File: config.mk
export PLATFORM = sky130hd
export DESIGN_NAME = uart_rx_lsr
export DESIGN_NICKNAME = d
export VERILOG_FILES = /design/src/rtl/uart_rx_lsr.sv
export SDC_FILE = /design/constraint.sdc
export NUM_CORES = 1
export LEC_CHECK = 0
export BUFFER_PORTS_ARGS = -buffer_cell sky130_fd_sc_hd__buf_4
export CAP_MARGIN = 20
export CORE_ASPECT_RATIO = 1.75
export CORE_MARGIN = 2
export CORE_UTILIZATION = 25
export CTS_CLUSTER_SIZE = 24
export DETAILED_ROUTE_END_ITERATION = 8
export PLACE_DENSITY = 0.49
export SYNTH_ARGS = -nofsm -noshare
export SYNTH_HDL_FRONTEND = slang
export SYNTH_SLANG_ARGS = --single-unit
File: constraint.sdc
create_clock -name clk -period 2.4 [get_ports clk]
set_clock_uncertainty 0.1 [all_clocks]
set_input_delay 0.48 -clock clk [delete_from_list [all_inputs] [get_ports clk]]
set_output_delay 0.48 -clock clk [all_outputs]
set_load 0.05 [all_outputs]
File: src/rtl/uart_rx_lsr.sv
module uart_rx_lsr #(
  parameter int DATA_W = 8,
  parameter int DEPTH  = 16,
  parameter int OVS    = 16
) (
  input  logic              clk,
  input  logic              rst_n,
  input  logic              rx_i,
  input  logic              tick_i,
  input  logic              rd_data_i,
  input  logic              rd_stat_i,
  output logic [DATA_W-1:0] data_o,
  output logic [2:0]        stat_o
);
  localparam int AW   = $clog2(DEPTH);
  localparam int CW   = $clog2(OVS);
  localparam int BW   = $clog2(DATA_W + 1);
  localparam int HALF = OVS / 2;

  typedef enum logic [2:0] {S_IDLE, S_START, S_DATA, S_PAR, S_STOP} st_t;

  st_t               st;
  logic [1:0]        sync;
  logic              rx_s;
  logic [CW-1:0]     cnt;
  logic [BW-1:0]     nbits;
  logic [DATA_W-1:0] shreg;
  logic              pbad;
  logic              done;

  logic [DATA_W:0]   mem [DEPTH];
  logic [AW-1:0]     wp, rp;
  logic [AW:0]       count;
  logic              empty, full, push, pop;
  logic              ovr_q, pe_q, rep_q;
  logic              ovr_evt, pe_evt;

  assign rx_s = sync[1];

  always_ff @(posedge clk or negedge rst_n)
    if (!rst_n) sync <= 2'b11;
    else        sync <= {sync[0], rx_i};

  always_ff @(posedge clk or negedge rst_n) begin
    if (!rst_n) begin
      st    <= S_IDLE;
      cnt   <= '0;
      nbits <= '0;
      shreg <= '0;
      pbad  <= 1'b0;
      done  <= 1'b0;
    end else begin
      done <= 1'b0;
      if (tick_i) begin
        case (st)
          S_IDLE:
            if (!rx_s) begin
              st  <= S_START;
              cnt <= '0;
            end
          S_START:
            if (cnt == CW'(HALF - 1)) begin
              cnt   <= '0;
              nbits <= '0;
              st    <= rx_s ? S_IDLE : S_DATA;
            end else cnt <= cnt + 1'b1;
          S_DATA:
            if (cnt == CW'(OVS - 1)) begin
              cnt   <= '0;
              shreg <= {rx_s, shreg[DATA_W-1:1]};
              nbits <= nbits + 1'b1;
              if (nbits == BW'(DATA_W - 1)) st <= S_PAR;
            end else cnt <= cnt + 1'b1;
          S_PAR:
            if (cnt == CW'(OVS - 1)) begin
              cnt  <= '0;
              pbad <= rx_s ^ (^shreg);
              st   <= S_STOP;
            end else cnt <= cnt + 1'b1;
          S_STOP:
            if (cnt == CW'(OVS - 1)) begin
              cnt  <= '0;
              done <= 1'b1;
              st   <= S_IDLE;
            end else cnt <= cnt + 1'b1;
          default: st <= S_IDLE;
        endcase
      end
    end
  end

  assign empty   = (count == '0);
  assign full    = (count == (AW+1)'(DEPTH));
  assign push    = done && !full;
  assign pop     = rd_data_i && !empty;
  assign ovr_evt = done && full;
  assign pe_evt  = !empty && mem[rp][DATA_W] && !rep_q;

  always_ff @(posedge clk)
    if (push) mem[wp] <= {pbad, shreg};

  always_ff @(posedge clk or negedge rst_n) begin
    if (!rst_n) begin
      wp    <= '0;
      rp    <= '0;
      count <= '0;
    end else begin
      if (push) wp <= (wp == AW'(DEPTH - 1)) ? '0 : wp + 1'b1;
      if (pop)  rp <= (rp == AW'(DEPTH - 1)) ? '0 : rp + 1'b1;
      count <= count + (AW+1)'(push) - (AW+1)'(pop);
    end
  end

  always_ff @(posedge clk or negedge rst_n) begin
    if (!rst_n) begin
      ovr_q <= 1'b0;
      pe_q  <= 1'b0;
      rep_q <= 1'b0;
    end else begin
      ovr_q <= ovr_evt || (ovr_q && !rd_stat_i);
      pe_q  <= pe_evt  || (pe_q  && !rd_stat_i);
      if (pop)         rep_q <= 1'b0;
      else if (pe_evt) rep_q <= 1'b1;
    end
  end

  assign data_o = empty ? '0 : mem[rp][DATA_W-1:0];
  assign stat_o = {pe_q, ovr_q, !empty};

  AST_CNT_BOUND: assert property (@(posedge clk) disable iff (!rst_n)
    count <= (AW+1)'(DEPTH));

  AST_EMPTY_POP: assert property (@(posedge clk) disable iff (!rst_n)
    (empty && rd_data_i && !done) |=> empty);

  AST_OVR_KEEPS: assert property (@(posedge clk) disable iff (!rst_n)
    (full && done && !rd_data_i) |=> (full && ovr_q && $stable(wp)));

  AST_OVR_CLEAR: assert property (@(posedge clk) disable iff (!rst_n)
    (rd_stat_i && !(done && full)) |=> !ovr_q);

  AST_PE_CLEAR: assert property (@(posedge clk) disable iff (!rst_n)
    (rd_stat_i && !pe_evt) |=> !pe_q);
endmodule

==> flow_summary.yaml <==
outcome:
  status: "finished with violations"
  violations: "setup timing"
drt:
  drtIter0Drc: 232
  first_pass_iters: 4
  wl_per_cell_um: 18.7
  vias_per_cell: 4.52
  drc: 0
  ant_nets: 0
  drt-total-wl_um: 17300
  route.vias.total: 4171
timing:
  setup_viol: 8
  rsz0062_at_grt: "yes"
  period_share_pct: 119
  layout_setup_ws_ps: -447
  finalHoldViolCount: 0
  slew_viol_final: 0
  min_period_ps: 2850
  fin_hold_ws_ps: 47.2
  max-slew-margin-rel_pct: 62.9
  fmax_ghz: 0.351
  tightest_slew_ps: 556
floorplan:
  initial_core_util_pct: 25.4
  rows: 85
  core-area_sq_um: 30700
  dieArea_sq_um: 32700
  fp.dieW_um: 138
  dieHeight_um: 238
  ios: 17
yosys:
  yosysTopAreaCell: "edfxtp_1"
  yosys-top-cells-count: "144 x edfxtp_1, 37 x dfrtp_1, 24 x mux4_2"
  synthFlopType: "edfxtp_1"
  ys_seq_elements: 183
  ys_seq_area_share_pct: 67.9
  synth_top_area_share_pct: 55.3
  ys_warn_count: 0
  synth.area.top_cells: "edfxtp_1 55%, dfrtp_1 12%, mux4_2 6.9%"
  synth_nets: 470
  syn_area_sq_um: 7810
  avgSynthCellArea_sq_um: 17.3
  synthesis.instances: 451
  synth_edf_count: 144
  synth_most_common_cell: "edfxtp_1"
  synthArstFlopShare_pct: 21.3
  synth_cell_types: 54
cells_and_area:
  nets: 538
  area_growth_pct: 24.4
  drive_gt1_share_pct: 36.3
  n_antenna_cell: 0
  finalCoreUtilization_pct: 31.6
min_path:
  hp-class: "in2reg"
  holdPathEnd: "sync[0]$_DFF_PN1_"
  hold_path_depth: 1
  min_from: "rx_i"
worst_setup_path:
  r2r_start: "count[3]$_DFF_PN0_"
  crit_path_max_fanout: 24
  end_kind: "output port"
  rr_endpoint: "count[4]$_DFF_PN0_"
  arrival_ps: 2270
  reg2reg_depth: 13
  required_ps: 1820
  crit_type: "reg2out"
  rrSetupSlack_ps: 10
  cp-start-kind: "flop"
clocking:
  cts_buffers: 17
  cts_max_path_buffers: 2
  clock_latency_ps: 430
  htree_levels: 4
  clkSinkCount: 183
  clock-root-buffer: "clkbuf_16"
  path_clk_slew_ps: 70
  cts_tree: "yes"
job:
  maxCapViolations: 0
place:
  port_buffers: 16
  hpwl_um: 11800
  dp_slack_ps: -355
  gp_congestion: 0.762
global_routing:
  grt_pass1_wl_um: 27100
  antenna_found_initial: 0
  overflow: 0
  grt_pass1_vias: 4558
  grt_use_total_pct: 11.5
  grt_max_degree: 40
power:
  vdd_ir_drop_max_uv: 1230
  p_leak_nw: 3.43
  powerDensity_nw_per_um2: 1020
-- logic make-up (layout without fill, tap and decap cells) --
| kind of cell | after synthesis | in the layout | share of synthesized area [%] |
|---|---|---|---|
| DFF | 183 | 183 | 67.9 |
| AOI/OAI and AO/OA | 54 | 54 | 5.11 |
| adders and majority gates | 13 | 13 | 2.18 |
| buffers and inverters | 44 | 125 | 2.83 |
| and+or+nand+nor | 83 | 83 | 6.07 |
| muxes | 61 | 61 | 14.3 |
| xor gates and xnor gates | 13 | 13 | 1.63 |
-- sequential cells by signal, summed over array words and instances (netlist names), 2 cells and up --
name and cells:
mem 144, shreg 8, count 5, cnt 4
nbits 4, rp 4, wp 4, st 3
sync 2
-- metal layers --
metal / share of wire [%] / vias to the layer above / GRT usage [%]
li1: - / 1892 / -
met4: 1.9 / 0 / 4.28
met3: 2.2 / 18 / 2.55
met5: 0 / - / 0
met1: 40 / 2196 / 12.8
met2: 56 / 65 / 21.0
-- worst max path at each step --
stage	from	end	slack, ps	depth (start not counted)
2_1_floorplan	rp[1]$_DFFE_PN0P_	data_o[2]	-50	5
3_3_place_gp	rp[0]$_DFFE_PN0P_	data_o[5]	-330	6
3_5_place_dp	rp[0]$_DFFE_PN0P_	data_o[5]	-350	6
4_1_cts	rp[0]$_DFFE_PN0P_	data_o[1]	-500	7
5_1_grt	rp[0]$_DFFE_PN0P_	data_o[6]	-550	7
6_report	rp[0]$_DFFE_PN0P_	data_o[5]	-450	6
-- what timing repair did --
| item | CTS | global route |
|---|---|---|
| hold endpoints to repair | 37 | 0 |
| gates cloned | 0 | 0 |
| buffers inserted | 2 | 2 |
| pin swaps | 10 | 14 |
| setup endpoints to repair | 45 | 46 |
| hold buffers | 1 | 0 |
| gates resized for setup | 40 | 13 |
-- through the flow --
step                instances  instance area, sq um  TNS, ps  total power (W)
floorplan                 451                  7910    -1920          0.00594
global placement          886                  8930    -2380          0.00681
detailed placement        886                  8930    -3280          0.00689
CTS                       921                  9670    -3900          0.00996
global route              923                  9720    -4260           0.0104
finish                    923                  9720    -3340          0.00988
-- cell type report --
| type | instances | area (sq um) |
|---|---|---|
| clock inverters | 15 | 150 |
| flip-flops and latches | 183 | 5310 |
| multi-input cells | 224 | 2530 |
| clock buffers | 17 | 425 |
| repair buffers | 71 | 734 |
| well taps | 391 | 489 |
| inverters | 22 | 82.6 |
| fillers | 2966 | 21000 |
-- worst max-delay path, stage by stage, from the launching register on --
cell,delay [ps]
dfrtp_4,460
buf_12,220
mux4_2,560
mux2i_4,220
buf_6,130
a211oi_4,50
buf_6,160
-- where the power goes --
group	internal [W]	switching [W]	total [W]
logic	0.00155	0.00171	0.00326
registers	0.00362	0.000256	0.00388
clock network	0.00154	0.00121	0.00275
total	0.00671	0.00318	0.00988
-- cell usage in the layout (no fill, tap or decap), types with 8 or more instances in the layout --
| master | n |
|---|---|
| buf_6 | 11 |
| inv_1 | 18 |
| mux2i_1 | 10 |
| nor2b_1 | 8 |
| xnor2_1 | 9 |
| a211oi_2 | 9 |
| buf_4 | 46 |
| mux2_2 | 11 |
| mux4_2 | 32 |
| clkbuf_16 | 17 |
| o21ai_0 | 11 |
| edfxtp_1 | 144 |
| a211oi_4 | 8 |
| nand3_1 | 11 |
| nand2_1 | 18 |
| ha_1 | 10 |
| buf_12 | 12 |
| dfrtp_1 | 36 |
| and2_1 | 9 |
(Power assumes the default switching activity.)
